File: config.mk
export PLATFORM = sky130hd
export DESIGN_NAME = mode_reg_bank
export DESIGN_NICKNAME = d
export VERILOG_FILES = /design/src/rtl/mrp_pkg.sv /design/src/rtl/mrp_pointer.sv /design/src/rtl/mrp_regfile.sv /design/src/rtl/mrp_rdmux.sv /design/src/rtl/mode_reg_bank.sv
export SDC_FILE = /design/constraint.sdc
export NUM_CORES = 1
export LEC_CHECK = 0
export ABC_AREA = 1
export ABC_CLOCK_PERIOD_IN_PS = 2250
export BUFFER_PORTS_ARGS = -buffer_cell sky130_fd_sc_hd__buf_4
export CAP_MARGIN = 20
export CORE_ASPECT_RATIO = 0.6
export CORE_MARGIN = 2
export CORE_UTILIZATION = 35
export CTS_CLUSTER_SIZE = 28
export DETAILED_ROUTE_END_ITERATION = 8
export HOLD_SLACK_MARGIN = 0.1
export PLACE_DENSITY = 0.55
export SKIP_CTS_REPAIR_TIMING = 1
export SYNTH_ARGS = -nofsm -noshare
export SYNTH_HDL_FRONTEND = slang
export SYNTH_SLANG_ARGS = --single-unit
File: constraint.sdc
create_clock -name clk -period 2.25 [get_ports clk]
set_input_delay 0.225 -clock clk [delete_from_list [all_inputs] [get_ports clk]]
set_output_delay 0.225 -clock clk [all_outputs]
set_load 0.05 [all_outputs]
File: src/rtl/mrp_pkg.sv
// Package: shared pointer type for the mode register bank.
// Assumes a fixed three-slot sequence per channel.
package mrp_pkg;
    typedef enum logic [1:0] {
        SLOT0 = 2'b00,
        SLOT1 = 2'b01,
        SLOT2 = 2'b10
    } slot_e;
endpackage

File: src/rtl/mrp_pointer.sv
// Module: per-channel slot pointer.
// Moves forward one slot per access and stops at the last slot. A set command
// wins over the advance, and the slot-0 command wins over the slot-1 command.
// Assumes acc_i is already qualified for this channel.
module mrp_pointer
    import mrp_pkg::*;
(
    input  logic  clk,
    input  logic  rst_n,
    input  logic  acc_i,
    input  logic  set_m0_i,
    input  logic  set_m1_i,
    output slot_e ptr_o
);
    slot_e ptr_q;
    slot_e ptr_d;

    // Next-slot selection with command priority.
    always_comb begin
        ptr_d = ptr_q;
        if (set_m0_i) begin
            ptr_d = SLOT0;
        end else if (set_m1_i) begin
            ptr_d = SLOT1;
        end else if (acc_i) begin
            case (ptr_q)
                SLOT0:   ptr_d = SLOT1;
                SLOT1:   ptr_d = SLOT2;
                default: ptr_d = SLOT2;
            endcase
        end
    end

    // Pointer register with synchronous reset.
    always_ff @(posedge clk) begin
        if (!rst_n) ptr_q <= SLOT0;
        else        ptr_q <= ptr_d;
    end

    assign ptr_o = ptr_q;


    ptr_legal_chk: assert property (@(posedge clk) disable iff (!rst_n)
        ptr_q != 2'b11);

    ptr_s0_adv_chk: assert property (@(posedge clk) disable iff (!rst_n)
        (acc_i && !set_m0_i && !set_m1_i && ptr_q == SLOT0) |=> ptr_q == SLOT1);

    ptr_s1_adv_chk: assert property (@(posedge clk) disable iff (!rst_n)
        (acc_i && !set_m0_i && !set_m1_i && ptr_q == SLOT1) |=> ptr_q == SLOT2);

    ptr_s2_hold_chk: assert property (@(posedge clk) disable iff (!rst_n)
        (!set_m0_i && !set_m1_i && ptr_q == SLOT2) |=> ptr_q == SLOT2);

    ptr_set0_chk: assert property (@(posedge clk) disable iff (!rst_n)
        set_m0_i |=> ptr_q == SLOT0);

    ptr_set1_chk: assert property (@(posedge clk) disable iff (!rst_n)
        (set_m1_i && !set_m0_i) |=> ptr_q == SLOT1);

    ptr_idle_chk: assert property (@(posedge clk) disable iff (!rst_n)
        (!acc_i && !set_m0_i && !set_m1_i) |=> $stable(ptr_q));
endmodule

File: src/rtl/mrp_regfile.sv
// Module: the three mode registers of one channel.
// The write goes to the slot that sel_i names. Bits set in RSV_MASK0 are
// reserved in slot 0: they are held at 0 and ignore writes.
module mrp_regfile
    import mrp_pkg::*;
#(
    parameter int unsigned   DW        = 8,
    parameter logic [DW-1:0] RSV_MASK0 = '0
) (
    input  logic          clk,
    input  logic          rst_n,
    input  logic          wr_en_i,
    input  slot_e         sel_i,
    input  logic [DW-1:0] wdata_i,
    output logic [DW-1:0] m0_o,
    output logic [DW-1:0] m1_o,
    output logic [DW-1:0] m2_o
);
    localparam logic [DW-1:0] KEEP0 = ~RSV_MASK0;

    logic [DW-1:0] m0_q, m1_q, m2_q;

    // Slot 0 storage, with the reserved bits forced to 0.
    always_ff @(posedge clk) begin
        if (!rst_n)                         m0_q <= '0;
        else if (wr_en_i && sel_i == SLOT0) m0_q <= wdata_i & KEEP0;
    end

    // Slot 1 storage.
    always_ff @(posedge clk) begin
        if (!rst_n)                         m1_q <= '0;
        else if (wr_en_i && sel_i == SLOT1) m1_q <= wdata_i;
    end

    // Slot 2 storage.
    always_ff @(posedge clk) begin
        if (!rst_n)                         m2_q <= '0;
        else if (wr_en_i && sel_i == SLOT2) m2_q <= wdata_i;
    end

    assign m0_o = m0_q;
    assign m1_o = m1_q;
    assign m2_o = m2_q;


    wr_s1_land_chk: assert property (@(posedge clk) disable iff (!rst_n)
        (wr_en_i && sel_i == SLOT1) |=> m1_q == $past(wdata_i));

    wr_s2_other_chk: assert property (@(posedge clk) disable iff (!rst_n)
        (wr_en_i && sel_i == SLOT2) |=> ($stable(m0_q) && $stable(m1_q)));

    rsv_zero_chk: assert property (@(posedge clk) disable iff (!rst_n)
        (m0_q & RSV_MASK0) == '0);

    no_wr_hold_chk: assert property (@(posedge clk) disable iff (!rst_n)
        !wr_en_i |=> ($stable(m0_q) && $stable(m1_q) && $stable(m2_q)));
endmodule

File: src/rtl/mrp_rdmux.sv
// Module: read-data selection across channels.
// Shows the slot named by the addressed channel's pointer while a read is
// active, and 0 otherwise. The result is combinational.
module mrp_rdmux
    import mrp_pkg::*;
#(
    parameter int unsigned NUM_CH = 2,
    parameter int unsigned DW     = 8,
    parameter int unsigned CHW    = 1
) (
    input  logic                 rd_en_i,
    input  logic [CHW-1:0]       chan_i,
    input  logic [NUM_CH*DW-1:0] m0_i,
    input  logic [NUM_CH*DW-1:0] m1_i,
    input  logic [NUM_CH*DW-1:0] m2_i,
    input  logic [NUM_CH*2-1:0]  ptr_i,
    output logic [DW-1:0]        rdata_o
);
    // Pick the channel, then the slot.
    always_comb begin
        rdata_o = '0;
        for (int c = 0; c < NUM_CH; c++) begin
            if (rd_en_i && chan_i == CHW'(c)) begin
                case (ptr_i[c*2 +: 2])
                    2'b00:   rdata_o = m0_i[c*DW +: DW];
                    2'b01:   rdata_o = m1_i[c*DW +: DW];
                    default: rdata_o = m2_i[c*DW +: DW];
                endcase
            end
        end
    end


    rd_idle_zero_chk: assert final (rd_en_i || rdata_o == '0);
endmodule

File: src/rtl/mode_reg_bank.sv
// Module: top of the sequenced mode register bank.
// Each channel has its own pointer and three registers behind one shared
// address. Channel 1 reserves bits RSV_BITS-1:0 of slot 0.
// Assumes the strobes are single-cycle qualified by bus_cs.
module mode_reg_bank
    import mrp_pkg::*;
#(
    parameter int unsigned NUM_CH   = 2,
    parameter int unsigned DW       = 8,
    parameter int unsigned RSV_CH   = 1,
    parameter int unsigned RSV_BITS = 4,
    localparam int unsigned CHW     = (NUM_CH > 1) ? $clog2(NUM_CH) : 1
) (
    input  logic                 clk,
    input  logic                 rst_n,
    input  logic                 bus_cs,
    input  logic                 bus_rd,
    input  logic                 bus_wr,
    input  logic [CHW-1:0]       bus_chan,
    input  logic [DW-1:0]        bus_wdata,
    output logic [DW-1:0]        bus_rdata,
    input  logic [NUM_CH-1:0]    set_ptr_m0,
    input  logic [NUM_CH-1:0]    set_ptr_m1,
    output logic [NUM_CH*DW-1:0] mode0_q,
    output logic [NUM_CH*DW-1:0] mode1_q,
    output logic [NUM_CH*DW-1:0] mode2_q,
    output logic [NUM_CH*2-1:0]  ptr_state
);
    localparam logic [DW-1:0] RSV_MASK = DW'((1 << RSV_BITS) - 1);

    logic acc_any;
    logic wr_any;
    logic rd_any;

    // Qualify the strobes with the chip select.
    always_comb begin
        rd_any  = bus_cs && bus_rd;
        wr_any  = bus_cs && bus_wr;
        acc_any = rd_any || wr_any;
    end

    for (genvar c = 0; c < NUM_CH; c++) begin : g_ch
        localparam logic [DW-1:0] MASK_C = (c == RSV_CH) ? RSV_MASK : '0;
        logic  hit;
        slot_e ptr;

        // Decode the access to this channel.
        always_comb hit = (bus_chan == CHW'(c));

        mrp_pointer u_ptr (
            .clk      (clk),
            .rst_n    (rst_n),
            .acc_i    (acc_any && hit),
            .set_m0_i (set_ptr_m0[c]),
            .set_m1_i (set_ptr_m1[c]),
            .ptr_o    (ptr)
        );

        mrp_regfile #(.DW(DW), .RSV_MASK0(MASK_C)) u_rf (
            .clk     (clk),
            .rst_n   (rst_n),
            .wr_en_i (wr_any && hit),
            .sel_i   (ptr),
            .wdata_i (bus_wdata),
            .m0_o    (mode0_q[c*DW +: DW]),
            .m1_o    (mode1_q[c*DW +: DW]),
            .m2_o    (mode2_q[c*DW +: DW])
        );

        assign ptr_state[c*2 +: 2] = ptr;


        ch_isolate_chk: assert property (@(posedge clk) disable iff (!rst_n)
            (!(acc_any && hit) && !set_ptr_m0[c] && !set_ptr_m1[c])
            |=> ($stable(ptr_state[c*2 +: 2]) && $stable(mode0_q[c*DW +: DW])));
    end

    mrp_rdmux #(.NUM_CH(NUM_CH), .DW(DW), .CHW(CHW)) u_rd (
        .rd_en_i (rd_any),
        .chan_i  (bus_chan),
        .m0_i    (mode0_q),
        .m1_i    (mode1_q),
        .m2_i    (mode2_q),
        .ptr_i   (ptr_state),
        .rdata_o (bus_rdata)
    );
endmodule

==> results of run 1 <==
==> registers in the layout, indices dropped and copies added, names as in the netlist <==
register          cells
g_ch.u_rf.m1_o       16
g_ch.u_rf.m0_o       12
g_ch.u_ptr.ptr_o      4
g_ch.u_rf.m2_o       16
==> layer usage <==
metal	GRT usage, %	vias to the layer above	part of all wire, %
li1	-	1234	-
met3	5.48	2	7.1
met2	30.2	73	39
met4	2.88	0	0.27
met5	0	-	0
met1	30.9	1120	53
==> synthesized netlist by cell type (all sizes together) <==
cell,number
o21ai,37
nor3,2
conb,1
a21oi,2
nand2,91
nand3,20
dfxtp,48
or2,1
clkbuf,4
a31oi,1
nand4,8
clkinv,4
nor2,96
buf,8
inv,25
==> cells by family (layout without fill, tap and decap cells) <==
logic type / after synthesis / in the layout / synth area share, %
flip-flops: 48 / 48 / 41.6
buffers and inverters: 41 / 111 / 8.24
other: 1 / 4 / 0.162
AND/OR/NAND/NOR: 218 / 218 / 41.2
AO/OA/AOI/OAI: 40 / 40 / 8.73
==> per-stage QoR <==
stage,total power [W],hold slack (ns)
after floorplan,0.00109,0.356
after global placement,0.00118,0.486
after detailed placement,0.00118,0.486
after CTS,0.00172,0.164
after global routing,0.00179,0.165
final,0.00170,0.166
==> power groups by stage <==
stage / Combinational (W) / Clock [W] / Sequential, W
2_1_floorplan: 0.000123 / 0 / 0.000965
3_3_place_gp: 0.000275 / 0 / 0.000906
4_1_cts: 0.000279 / 0.000551 / 0.000886
3_5_place_dp: 0.000279 / 0 / 0.000905
5_1_grt: 0.000302 / 0.000599 / 0.000890
6_report: 0.000278 / 0.000537 / 0.000886
==> cell type report <==
type	instances	area [um2]	area share, %
clock inverters	3	23.8	0.791
flip-flops and latches	48	961	32.0
repair buffers	74	556	18.5
well taps	84	105	3.50
inverters	29	124	4.12
multi-input cells	262	1170	38.9
clock buffers	5	68.8	2.29
==> worst max path at each step <==
stage | from | end | slack, ns
floorplan | g_ch[1].u_ptr.ptr_o[1] | bus_rdata[3] | 0.32
global placement | g_ch[1].u_ptr.ptr_o[0] | bus_rdata[3] | 0.68
detailed placement | g_ch[1].u_ptr.ptr_o[0] | bus_rdata[6] | 0.67
CTS | g_ch[1].u_ptr.ptr_o[0] | bus_rdata[6] | 0.33
global route | g_ch[1].u_ptr.ptr_o[0] | bus_rdata[3] | 0.16
finish | g_ch[1].u_ptr.ptr_o[0] | bus_rdata[5] | 0.35
==> worst max-delay path, delay by kind of cell, from the launching register on <==
| family | cells | cell delay (ns) |
|---|---|---|
| DFF | 1 | 0.48 |
| buffers and inverters | 2 | 0.43 |
| and+or+nand+nor | 5 | 0.46 |
==> placed cells by master (no fill, tap or decap), drive strengths merged <==
master and count:
nor2 96, clkinvlp 2, o21ai 37, nand3 20
or2 1, buf 74, nor3 2, clkbuf 5
conb 4, nand4 8, clkinv 5, nand2 91
a31oi 1, inv 25, dfxtp 48, a21oi 2
==> flow_metrics.tcl, run 1 <==
set metrics [dict create \
    finClkSkew_ns 0.0111 \
    nFillCells 685 \
    clkPwrFrac_pct 31.6 \
    finalSetupTns_ns 0 \
    overflow 0 \
    final-instance-count-excl-fill 505 \
    dr.pass1.iters 4 \
    path_common_cell "nand2_1" \
    route.detailed.drc 0 \
    setup_viol 0 \
    nets 438 \
    combPwrFrac_pct 16.3 \
    clk_pin_slew_ns 0.09 \
    netlist_area_mm2 0.00231 \
    whs_path_depth 4 \
    power.switching_w 0.000531 \
    regToRegEndpoint "g_ch[1].u_rf.m0_o[7]" \
    port_buffers 73 \
    end_kind "primary output" \
    synth_seq_cells 48 \
    num_vias 2429 \
    clk_latency_ns 0.30 \
    finalCriticalPeriod_ns 1.90 \
    pre_cts_ws_ns 0.668 \
    drv_cap 0 \
    timing.reg2reg.setup_slack_ns 0.69 \
    antenna_found_initial 0 \
    irDropWorstVdd_mv 0.299 \
    seq_area_frac_synth_pct 41.6 \
    io_pins 78 \
    wl_per_cell_um 13.8 \
    slew_headroom_pct 61.4 \
    path_class "reg2out" \
    hold_path.startpoint "set_ptr_m0[0]" \
    synth.avg_cell_area_um2 6.63 \
    final_core_utilization_pct 48.1 \
    start_util_pct 36.9 \
    arrival_ns 1.67 \
    fin_crit_sh_pct 84.3 \
    synth_cells 348 \
    ys_types 26 \
    crit_fanout 8 \
    yosysWarnings 0 \
    rr_startpoint "g_ch[1].u_ptr.ptr_o[1]" \
    cts_tree "done" \
    dp_cells 497 \
    drive_gt1_share_pct 23.8 \
    grt_pass1_wl_um 11400 \
    crit_chain "nand2_1 -> inv_1 -> nand2_1 -> nand3_1 -> nand2_1 -> nand2_1 -> buf_4" \
    rows 22 \
    yosysTopAreaCellShare_pct 41.6 \
    fmax_mhz 527 \
    wirelength_um 6990 \
    placed_area_mm2 0.00291 \
    htreeDepth 2 \
    die_w_um 109 \
    cts.path.max_buffers 2 \
    clock-sinks 48 \
    grtUsageTotal_pct 20.7 \
    worstMarginPinSlew_ns 0.578 \
    grt_max_degree 46 \
    yosys.area.top_type "dfxtp_1" \
    drv_slew 0 \
    antenna_left 0 \
    final_cell_area_mm2 0.00301 \
    cts-root-buf "clkbuf_8" \
    hold_path.class "in2reg" \
    status "finished clean" \
    required_ns 2.03 \
    synth.area.top_cells "dfxtp_1 (42%), nor2_1 (15%), nand2_1 (14%)" \
    rsz0062_at_grt "no" \
    crit_path_top_delay_cell "dfxtp_1" \
    powerDensity_mw_per_mm2 566 \
    num_antenna_cells 0 \
    p_seq_share_pct 52.1 \
    cpPeakStageDelay_ns 0.48 \
    r2r_cells 7 \
    core_mm2 0.00625 \
    min_to "g_ch[0].u_ptr.ptr_o[0]" \
    p_leak_nw 1.49 \
    grt_pass1_vias 2252 \
    critPathLaunchType "flop" \
    switching_share_pct 31.3 \
    globalplace.congestion 0.856 \
    hold_viol 0 \
    drt_iter0_markers 83 \
    die_area_mm2 0.00728 \
    die_h_um 66.9 \
    dp_hpwl_um 5430 \
    via_per_inst 4.81 \
    p_int_w 0.00117 \
    setup_ws_ns 0.354 \
    area_growth_pct 30.2 \
    cts_inserted_buffers 5 \
]
Note: power is estimated with default switching activity, not from simulation.
==> inputs of run 2 (changes only) <==
- ABC_CLOCK_PERIOD_IN_PS: 2250 -> 1800
- clock period: 2.25 -> 1.8 ns (I/O delays scaled with it)
==> flow_metrics.tcl, run 2 (same netlist as run 1, synthesis figures left out) <==
set metrics [dict create \
    antenna_left 0 \
    arrival_ns 1.58 \
    cts.path.max_buffers 2 \
    wirelength_um 7280 \
    clock-sinks 48 \
    io_pins 78 \
    rows 22 \
    irDropWorstVdd_mv 0.297 \
    clk_pin_slew_ns 0.09 \
    mostFrequentLayoutCells "nor2_1 (90), nand2_1 (86), buf_4 (75), dfxtp_1 (44), o21ai_0 (36)" \
    crit_path_top_delay_cell "dfxtp_4" \
    drv_cap 0 \
    fmax_mhz 568 \
    path_class "reg2out" \
    antenna_found_initial 0 \
    end_kind "primary output" \
    grt_pass1_vias 2194 \
    via_per_inst 4.77 \
    power.switching_w 0.000648 \
    globalplace.congestion 0.880 \
    clkPwrFrac_pct 31.9 \
    dp_hpwl_um 5440 \
    port_buffers 73 \
    path_buf_inv 2 \
    cts_inserted_buffers 5 \
    cpLargestDelayFamily "simple AND/OR/NAND/NOR gates" \
    htreeDepth 2 \
    die_w_um 109 \
    rsz0062_at_grt "no" \
    finClkSkew_ns 0.00703 \
    core_mm2 0.00625 \
    wl_per_cell_um 14.3 \
    p_leak_nw 1.51 \
    drive_gt1_share_pct 25.4 \
    p_int_w 0.00151 \
    clk_latency_ns 0.30 \
    num_vias 2427 \
    hold_path.class "in2reg" \
    p_seq_share_pct 51.6 \
    hold_viol 0 \
    setup_viol 0 \
    placed_area_mm2 0.00292 \
    start_util_pct 36.9 \
    crit_chain "inv_1 -> nor2_2 -> nand2_1 -> nand3_1 -> nand2_1 -> nand2_1 -> buf_4" \
    dp_cells 498 \
    finalSetupTns_ns 0 \
    drt_iter0_markers 107 \
    cpPeakStageDelay_ns 0.40 \
    status "finished clean" \
    nets 442 \
    die_h_um 66.9 \
    route.detailed.drc 0 \
    grt_max_degree 45 \
    finalCriticalPeriod_ns 1.76 \
    overflow 0 \
    num_antenna_cells 0 \
    critPathLaunchType "flop" \
    crit_fanout 5 \
    area_growth_pct 32.5 \
    switching_share_pct 30.1 \
    grtUsageTotal_pct 20.6 \
    grt_pass1_wl_um 11400 \
    cts-root-buf "clkbuf_8" \
    dr.pass1.iters 5 \
    required_ns 1.62 \
    final_cell_area_mm2 0.00306 \
    combPwrFrac_pct 16.5 \
    powerDensity_mw_per_mm2 704 \
    drv_slew 0 \
    final-instance-count-excl-fill 509 \
    die_area_mm2 0.00728 \
    path_common_cell "nand2_1" \
    fin_crit_sh_pct 97.8 \
    final_core_utilization_pct 48.9 \
    cts_tree "done" \
    mostFrequentLayoutCell "nor2_1" \
]
[run 2: cell count changes in the layout (fill, tap and decap cells not counted), sizes merged]
| cell | previous run | this run |
|---|---|---|
| nor2 | 96 | 98 |
| buf | 74 | 76 |
| clkbuf | 5 | 8 |
| clkinv | 5 | 4 |
| clkinvlp | 2 | 0 |
[run 2: layer usage]
layer,GRT usage [%],share of wire [%],vias up
met2,28.5,38,74
met1,31.9,55,1108
met5,0,0,-
li1,-,-,1241
met3,4.79,6.9,4
met4,3.53,0.45,0
[run 2: worst paths after layout]
check | startpoint | endpoint | slack [ns] | cells past startpoint
setup / recovery | g_ch[0].u_ptr.ptr_o[0] | bus_rdata[7] | 0.04 | 7
hold / removal | set_ptr_m1[1] | g_ch[1].u_ptr.ptr_o[0] | 0.12 | 3
setup reg to reg | g_ch[0].u_ptr.ptr_o[1] | g_ch[0].u_rf.m1_o[4] | 0.40 | 6
hold reg to reg | g_ch[1].u_rf.m2_o[7] | g_ch[1].u_rf.m2_o[7] | 0.51 | 2
[run 2: worst reg2reg max path: cells and delay by family (launching register included)]
kind / cells / cell delay, ns
buf+inv: 2 / 0.29
flops: 1 / 0.60
simple gates: 4 / 0.43
[run 2: area by class of cell]
class | instances | area [um2]
inverter | 29 | 126
fill | 676 | 3190
sequential | 48 | 968
tap | 84 | 105
multi-input combinational | 264 | 1190
timing repair buffer | 76 | 574
clock buffer | 8 | 90.1
[run 2: per-stage QoR]
step | setup WS [ns] | hold slack [ns] | power, W
6_report | 0.0397 | 0.117 | 0.00215
3_3_place_gp | 0.336 | 0.436 | 0.00148
2_1_floorplan | 0.0165 | 0.304 | 0.00136
3_5_place_dp | 0.295 | 0.432 | 0.00148
4_1_cts | -0.0508 | 0.113 | 0.00215
5_1_grt | 0.000525 | 0.103 | 0.00226
[run 2: power by group through the flow]
stage	combinational [W]	clock (W)	sequential, W
4_1_cts	0.000349	0.000688	0.00111
5_1_grt	0.000386	0.000756	0.00111
2_1_floorplan	0.000154	0	0.00121
6_report	0.000356	0.000687	0.00111
3_5_place_dp	0.000348	0	0.00113
3_3_place_gp	0.000345	0	0.00113
